==> src/rtl/cstat_pkg.sv <==
package cstat_pkg;
  localparam int SLOTS  = 2;
  localparam int LANE_W = 16;
  localparam int PIN_W  = 8;
  localparam int REG_W  = SLOTS * LANE_W;

  // pin positions inside one slot's pin vector
  localparam int P_RDY  = 0;
  localparam int P_BVD1 = 1;
  localparam int P_BVD2 = 2;
  localparam int P_CD1  = 3;
  localparam int P_CD2  = 4;
  localparam int P_WP   = 5;
  localparam int P_VS2  = 6;
  localparam int P_VS1  = 7;

  // lane positions: pins occupy the top PIN_W bits of a lane
  localparam int PIN_BASE = LANE_W - PIN_W;
  localparam int L_CD1    = PIN_BASE + P_CD1;
  localparam int L_CD2    = PIN_BASE + P_CD2;
  localparam int L_RLOW   = PIN_BASE - 1;
  localparam int L_RHIGH  = PIN_BASE - 2;
  localparam int L_RRISE  = PIN_BASE - 3;
  localparam int L_RFALL  = PIN_BASE - 4;
endpackage

==> src/rtl/cstat_sync.sv <==
module cstat_sync #(
  parameter int W      = 8,
  parameter int STAGES = 2
) (
  input  logic         clk_i,
  input  logic         rst_ni,
  input  logic [W-1:0] d_i,
  output logic [W-1:0] q_o
);
  logic [W-1:0] stage_q [STAGES];

  always_ff @(posedge clk_i or negedge rst_ni) begin
    if (!rst_ni) begin
      for (int k = 0; k < STAGES; k++) stage_q[k] <= '0;
    end else begin
      stage_q[0] <= d_i;
      for (int k = 1; k < STAGES; k++) stage_q[k] <= stage_q[k-1];
    end
  end

  assign q_o = stage_q[STAGES-1];
endmodule

==> src/rtl/cstat_lane.sv <==
module cstat_lane
  import cstat_pkg::*;
(
  input  logic              clk_i,
  input  logic              rst_ni,
  input  logic              armed_i,
  input  logic [PIN_W-1:0]  pins_i,
  input  logic [LANE_W-1:0] clr_i,
  output logic [LANE_W-1:0] chg_o
);
  logic [PIN_W-1:0]  prev_q;
  logic [LANE_W-1:0] chg_q, chg_d, set_v;
  logic [PIN_W-1:0]  toggled;
  logic              cd_agree, cd_evt, chg_en;

  always_comb begin
    toggled  = pins_i ^ prev_q;
    cd_agree = (pins_i[P_CD1] == pins_i[P_CD2]);
    cd_evt   = (toggled[P_CD1] | toggled[P_CD2]) & cd_agree;
    set_v    = '0;
    if (armed_i) begin
      set_v[LANE_W-1 -: PIN_W] = toggled;
      set_v[L_CD1]   = cd_evt;
      set_v[L_CD2]   = cd_evt;
      set_v[L_RLOW]  = ~pins_i[P_RDY];
      set_v[L_RHIGH] =  pins_i[P_RDY];
      set_v[L_RRISE] =  pins_i[P_RDY] & ~prev_q[P_RDY];
      set_v[L_RFALL] = ~pins_i[P_RDY] &  prev_q[P_RDY];
    end
    chg_d  = (chg_q & ~clr_i) | set_v;
    chg_en = (|set_v) | (|clr_i);
  end

  always_ff @(posedge clk_i or negedge rst_ni) begin
    if (!rst_ni) prev_q <= '0;
    else         prev_q <= pins_i;
  end

  always_ff @(posedge clk_i or negedge rst_ni) begin
    if (!rst_ni)     chg_q <= '0;
    else if (chg_en) chg_q <= chg_d;
  end

  assign chg_o = chg_q;

  // disagreeing detect pins never raise the detect change bits
  a_r3_cd_disagree_quiet: assert property (@(posedge clk_i) disable iff (!rst_ni)
    (pins_i[P_CD1] != pins_i[P_CD2]) |=> !$rose(chg_q[L_CD1]) && !$rose(chg_q[L_CD2]));

  // low ready level keeps its flag set whatever is written
  a_r5_low_level_holds: assert property (@(posedge clk_i) disable iff (!rst_ni)
    (armed_i && !pins_i[P_RDY]) |=> chg_q[L_RLOW]);

  // a one written with no competing set clears the bit
  a_r6_w1c_clears: assert property (@(posedge clk_i) disable iff (!rst_ni)
    ((clr_i & ~set_v) != '0) |=> ((chg_q & $past(clr_i & ~set_v)) == '0));
endmodule

==> src/rtl/cstat_ctrl.sv <==
module cstat_ctrl #(
  parameter logic [1:0] RST_VAL = 2'b10
) (
  input  logic       clk_i,
  input  logic       rst_ni,
  input  logic       we_i,
  input  logic [1:0] wbits_i,
  output logic [1:0] bits_o
);
  logic [1:0] bits_q;

  always_ff @(posedge clk_i or negedge rst_ni) begin
    if (!rst_ni)   bits_q <= RST_VAL;
    else if (we_i) bits_q <= wbits_i;
  end

  assign bits_o = bits_q;

  // control bits move only on a write to their own word
  a_r8_ctrl_hold: assert property (@(posedge clk_i) disable iff (!rst_ni)
    !we_i |=> $stable(bits_q));
endmodule

==> src/rtl/card_status_irq_unit.sv <==
module card_status_irq_unit
  import cstat_pkg::*;
#(
  parameter int SYNC_STAGES = 2,
  parameter int ADDR_W      = 3
) (
  input  logic              clk_i,
  input  logic              rst_ni,
  input  logic              bus_sel_i,
  input  logic              bus_we_i,
  input  logic [ADDR_W-1:0] bus_addr_i,
  input  logic [31:0]       bus_wdata_i,
  output logic [31:0]       bus_rdata_o,
  input  logic [7:0]        pins_a_i,
  input  logic [7:0]        pins_b_i,
  output logic              irq_o,
  output logic              card_rst_a_o,
  output logic              card_oe_n_a_o,
  output logic              card_rst_b_o,
  output logic              card_oe_n_b_o
);
  localparam logic [ADDR_W-1:0] ADR_PIN = ADDR_W'(0);
  localparam logic [ADDR_W-1:0] ADR_CHG = ADDR_W'(1);
  localparam logic [ADDR_W-1:0] ADR_EN  = ADDR_W'(2);
  localparam logic [ADDR_W-1:0] ADR_CTL = ADDR_W'(3);
  localparam int ARM_W   = SYNC_STAGES + 1;
  localparam int OE_BIT  = 7;
  localparam int RST_BIT = 6;

  logic [PIN_W-1:0] pins_raw  [SLOTS];
  logic [PIN_W-1:0] pins_sync [SLOTS];
  logic [1:0]       ctl_bits  [SLOTS];
  logic [REG_W-1:0] pin_word, chg_word, clr_word;
  logic [REG_W-1:0] en_q;
  logic [ARM_W-1:0] arm_q;
  logic             irq_q, irq_d;
  logic             wr, rd, en_we;

  assign pins_raw[0] = pins_a_i;
  assign pins_raw[1] = pins_b_i;

  assign wr       = bus_sel_i & bus_we_i;
  assign rd       = bus_sel_i & ~bus_we_i;
  assign en_we    = wr && (bus_addr_i == ADR_EN);
  assign clr_word = (wr && (bus_addr_i == ADR_CHG)) ? bus_wdata_i : '0;

  // arming: change detection starts once the synchronizer and history hold real pins
  always_ff @(posedge clk_i or negedge rst_ni) begin
    if (!rst_ni) arm_q <= '0;
    else         arm_q <= {arm_q[ARM_W-2:0], 1'b1};
  end

  for (genvar s = 0; s < SLOTS; s++) begin : g_slot
    localparam int TOP = REG_W - 1 - s * LANE_W;
    localparam logic [ADDR_W-1:0] MY_ADR = ADR_CTL + ADDR_W'(s);

    cstat_sync #(.W(PIN_W), .STAGES(SYNC_STAGES)) i_sync (
      .clk_i  (clk_i),
      .rst_ni (rst_ni),
      .d_i    (pins_raw[s]),
      .q_o    (pins_sync[s])
    );

    cstat_lane i_lane (
      .clk_i   (clk_i),
      .rst_ni  (rst_ni),
      .armed_i (arm_q[ARM_W-1]),
      .pins_i  (pins_sync[s]),
      .clr_i   (clr_word[TOP -: LANE_W]),
      .chg_o   (chg_word[TOP -: LANE_W])
    );

    cstat_ctrl #(.RST_VAL(2'b10)) i_ctrl (
      .clk_i   (clk_i),
      .rst_ni  (rst_ni),
      .we_i    (wr && (bus_addr_i == MY_ADR)),
      .wbits_i (bus_wdata_i[OE_BIT:RST_BIT]),
      .bits_o  (ctl_bits[s])
    );

    assign pin_word[TOP -: LANE_W] = {pins_sync[s], {PIN_BASE{1'b0}}};
  end

  always_ff @(posedge clk_i or negedge rst_ni) begin
    if (!rst_ni)    en_q <= '0;
    else if (en_we) en_q <= bus_wdata_i;
  end

  assign irq_d = |(chg_word & en_q);

  always_ff @(posedge clk_i or negedge rst_ni) begin
    if (!rst_ni) irq_q <= 1'b0;
    else         irq_q <= irq_d;
  end

  always_comb begin
    bus_rdata_o = '0;
    if (rd) begin
      case (bus_addr_i)
        ADR_PIN:           bus_rdata_o = pin_word;
        ADR_CHG:           bus_rdata_o = chg_word;
        ADR_EN:            bus_rdata_o = en_q;
        ADR_CTL:           bus_rdata_o = {24'b0, ctl_bits[0], 6'b0};
        ADR_CTL + ADDR_W'(1): bus_rdata_o = {24'b0, ctl_bits[1], 6'b0};
        default:           bus_rdata_o = '0;
      endcase
    end
  end

  assign irq_o         = irq_q;
  assign card_rst_a_o  = ctl_bits[0][0];
  assign card_oe_n_a_o = ctl_bits[0][1];
  assign card_rst_b_o  = ctl_bits[1][0];
  assign card_oe_n_b_o = ctl_bits[1][1];

  // an enabled pending change raises the interrupt on the next edge
  a_r7_irq_rise: assert property (@(posedge clk_i) disable iff (!rst_ni)
    ((chg_word & en_q) != '0) |=> irq_o);

  // with nothing enabled and pending the interrupt drops on the next edge
  a_r7_irq_fall: assert property (@(posedge clk_i) disable iff (!rst_ni)
    ((chg_word & en_q) == '0) |=> !irq_o);
endmodule

==> config.mk <==
export PLATFORM = sky130hd
export DESIGN_NAME = card_status_irq_unit
export DESIGN_NICKNAME = d
export VERILOG_FILES = /design/src/rtl/cstat_pkg.sv /design/src/rtl/cstat_sync.sv /design/src/rtl/cstat_lane.sv /design/src/rtl/cstat_ctrl.sv /design/src/rtl/card_status_irq_unit.sv
export SDC_FILE = /design/constraint.sdc
export NUM_CORES = 1
export LEC_CHECK = 0
export CAP_MARGIN = 15
export CELL_PAD_IN_SITES_DETAIL_PLACEMENT = 1
export CELL_PAD_IN_SITES_GLOBAL_PLACEMENT = 1
export CORE_ASPECT_RATIO = 2
export CORE_MARGIN = 2
export CORE_UTILIZATION = 42
export CTS_CLUSTER_DIAMETER = 150
export DETAILED_ROUTE_END_ITERATION = 10
export PLACE_DENSITY_LB_ADDON = 0.1
export SLEW_MARGIN = 40
export SYNTH_ARGS = -nofsm -noshare
export SYNTH_HDL_FRONTEND = slang
export SYNTH_SLANG_ARGS = --single-unit
==> constraint.sdc <==
create_clock -name clk_i -period 1.9 [get_ports clk_i]
set_input_delay 0.38 -clock clk_i [delete_from_list [all_inputs] [get_ports clk_i]]
set_output_delay 0.38 -clock clk_i [all_outputs]
set_load 0.005 [all_outputs]
==> flow_metrics.tcl <==
set metrics [dict create \
    status "finished, violations left" \
    violations "negative setup slack" \
    min_period_ps 1970 \
    clk_latency_ps 420 \
    root_buffer "clkbuf_16" \
    rsz0062_at_grt "true" \
    postSynthCellCount 380 \
    skew_ps 6.59 \
    cts_sinks 120 \
    setup_ws_ps -65.3 \
    start_util 0.425 \
    post_drt_wl_per_cell_um 23.3 \
    synth-simple-area-share 0.0762 \
    antenna_found_initial 0 \
    fp.dieH_um 157 \
    critPathKind "in -> out" \
    yosysTopAreaCellShare 0.598 \
    syn_area_um2 4940 \
    synth_xor_area_frac 0.0177 \
    clock_path_buffers 2 \
    synth_warnings 0 \
    setup_viol 3 \
    vias 3819 \
    grt_first_pass_wirelength_um 24500 \
    grt_overflow 0 \
    synth_top_cell_by_area "dfrtp_1" \
    drive_gt1_frac 0.282 \
    vdd_ir_drop_max_uv 754 \
    worstPathRequired_ps 1520 \
    nets 568 \
    port_buffers 91 \
    finalSetupTns_ps -160 \
    drt_pre_antenna_iters 4 \
    area_growth_pct 40.6 \
    cp-end-kind "primary output" \
    ant_nets 0 \
    drt-initial-drc-count 187 \
    yosys-mux-area-fraction 0.114 \
    power.total_mw 7.01 \
    io_pins 92 \
    slew_viol_final 0 \
    synth_fp_nets 439 \
    synth-compound-area-share 0.144 \
    htree_levels 4 \
    power_leakage_nw 3.03 \
    core_area_um2 11600 \
    dominantRegCellSynth "dfrtp_1" \
    numCtsBuffers 17 \
    yosysSeqAreaShare 0.608 \
    gp_congestion 0.768 \
    insertedDiodeCount 0 \
    dp_slack_ps -760 \
    postSynthAreaPerCell_um2 13.0 \
    slowest_stage "or3b_4" \
    start_kind "input port" \
    synthTopCellsByCount "118 x dfrtp_1, 34 x a22oi_1, 34 x mux2_1" \
    dp_hpwl_um 9970 \
    grt_pass1_vias 4299 \
    hold_viol 0 \
    synth-async-reset-ratio 1.00 \
    grt_usage 0.269 \
    routed_via_density 5.73 \
    grt_max_degree 66 \
    max_freq_mhz 509 \
    max_stage_delay_ps 440 \
    cp_max_fo 8 \
    synth-seq-cells 120 \
    period_share 1.03 \
    placementRows 56 \
    synthAdderAreaFrac 0.0101 \
    cts_tree "yes" \
    synth.area.top_cells "dfrtp_1 60%, mux2_1 7.8%, a22oi_1 5.2%" \
    fp.dieW_um 80.7 \
    path_delay_family "buffers and inverters" \
    path_clk_slew_ps 50 \
    worst_hold_path_type "reg -> reg" \
    cap_violations 0 \
    synth_edf_count 0 \
    path_buf_inv 3 \
    critPathArrivalTime_ps 1590 \
    worstPathCellList "dlygate4sd2_1 -> or3b_4 -> buf_12 -> nor2_2 -> clkdlybuf4s15_2" \
    synth.distinct_cells 35 \
    die-area_um2 12700 \
    power.density_nw_per_um2 1010 \
    drt-total-wl_um 15500 \
    drc 0 \
    synth.most_common_cell "dfrtp_1" \
    synth_top_family_by_area "compound AO/OA/AOI/OAI gates" \
]
## layout by cell type, fill, tap and decap left out, types with 10 or more instances in the layout
master,Yosys,routed
xor2_1,10,10
buf_2,2,30
nor2_1,33,17
a22o_1,18,18
buf_4,1,27
mux2_1,34,34
nand3_1,24,24
clkbuf_16,0,17
nor2_2,0,13
a22oi_1,34,27
dfrtp_1,118,118
mux2i_1,16,15
clkdlybuf4s50_1,0,53
a2bb2oi_1,16,12
## repair_timing
item                                    CTS  global route
hold endpoints to repair                 40             0
hold buffers                              1             0
gates resized for setup                 172            18
setup buffers                            13             0
cloned                                    3             0
endpoints found under the setup margin   64            28
pin swaps                                19            10
## worst paths after layout
kind / cells after the start / slack (ps) / to / startpoint
worst max-delay path: 5 / -70 / bus_rdata_o[28] / bus_we_i
worst min-delay path: 0 / 350 / g_slot[1].i_sync.q_o[6] / g_slot[1].i_sync.stage_q[14]
worst max register to register: 3 / 200 / irq_o / g_slot[0].i_lane.chg_o[12]
worst min register to register: 0 / 350 / g_slot[1].i_sync.q_o[6] / g_slot[1].i_sync.stage_q[14]
max in group asynchronous: 3 / 970 / g_slot[1].i_sync.q_o[6] / rst_ni
min in group asynchronous: 3 / 510 / g_slot[1].i_sync.q_o[1] / rst_ni
## area by class of cell
class | count | area (um^2)
Multi-Input combinational cell | 231 | 1930
Clock inverter | 14 | 126
Tap cell | 145 | 181
Fill cell | 1190 | 4680
Timing Repair Buffer | 134 | 1260
Clock buffer | 18 | 429
Inverter | 5 | 18.8
Sequential cell | 120 | 3010
## state kept, by name (all words and copies together), names as in the netlist
name	flops
arm_q	3
en_q	32
g_slot.i_sync.q_o	16
g_slot.i_lane.prev_q	16
g_slot.i_ctrl.bits_o	4
g_slot.i_lane.chg_o	32
g_slot.i_sync.stage_q	16
irq_o	1
## metal layers
layer  global-route usage  part of all wire  wire length, um
met5                    0                 0                0
met2                0.478              0.57             8780
met4                0.130             0.030              462
met3               0.0556             0.036              555
met1                0.298              0.37             5720
## through the flow
| step | hold WS [ps] | utilization | instance area (um^2) | std cells |
|---|---|---|---|---|
| 4_1_cts | 349 | 0.598 | 6950 | 670 |
| 5_1_grt | 354 | 0.597 | 6950 | 667 |
| 2_1_floorplan | 84.4 | - | 4940 | 380 |
| 6_report | 347 | 0.597 | 6950 | 667 |
| 3_5_place_dp | 336 | 0.538 | 6250 | 622 |
| 3_3_place_gp | 333 | 0.538 | 6250 | 622 |
## cells by family after synthesis
family,Yosys count
and+or+nand+nor,75
DFF,120
xor gates and xnor gates,10
muxes,52
AOI/OAI and AO/OA,89
other,1
buffers and inverters,29
adders and majority gates,4
## power by group
| part | total (mW) | switching (mW) | internal (mW) | leakage (nW) |
|---|---|---|---|---|
| Clock | 3.03 | 1.22 | 1.80 | 0.271 |
| Sequential | 3.06 | 0.230 | 2.83 | 1.37 |
| Combinational | 0.931 | 0.431 | 0.500 | 1.39 |
Note: power is estimated with default switching activity, not from simulation.
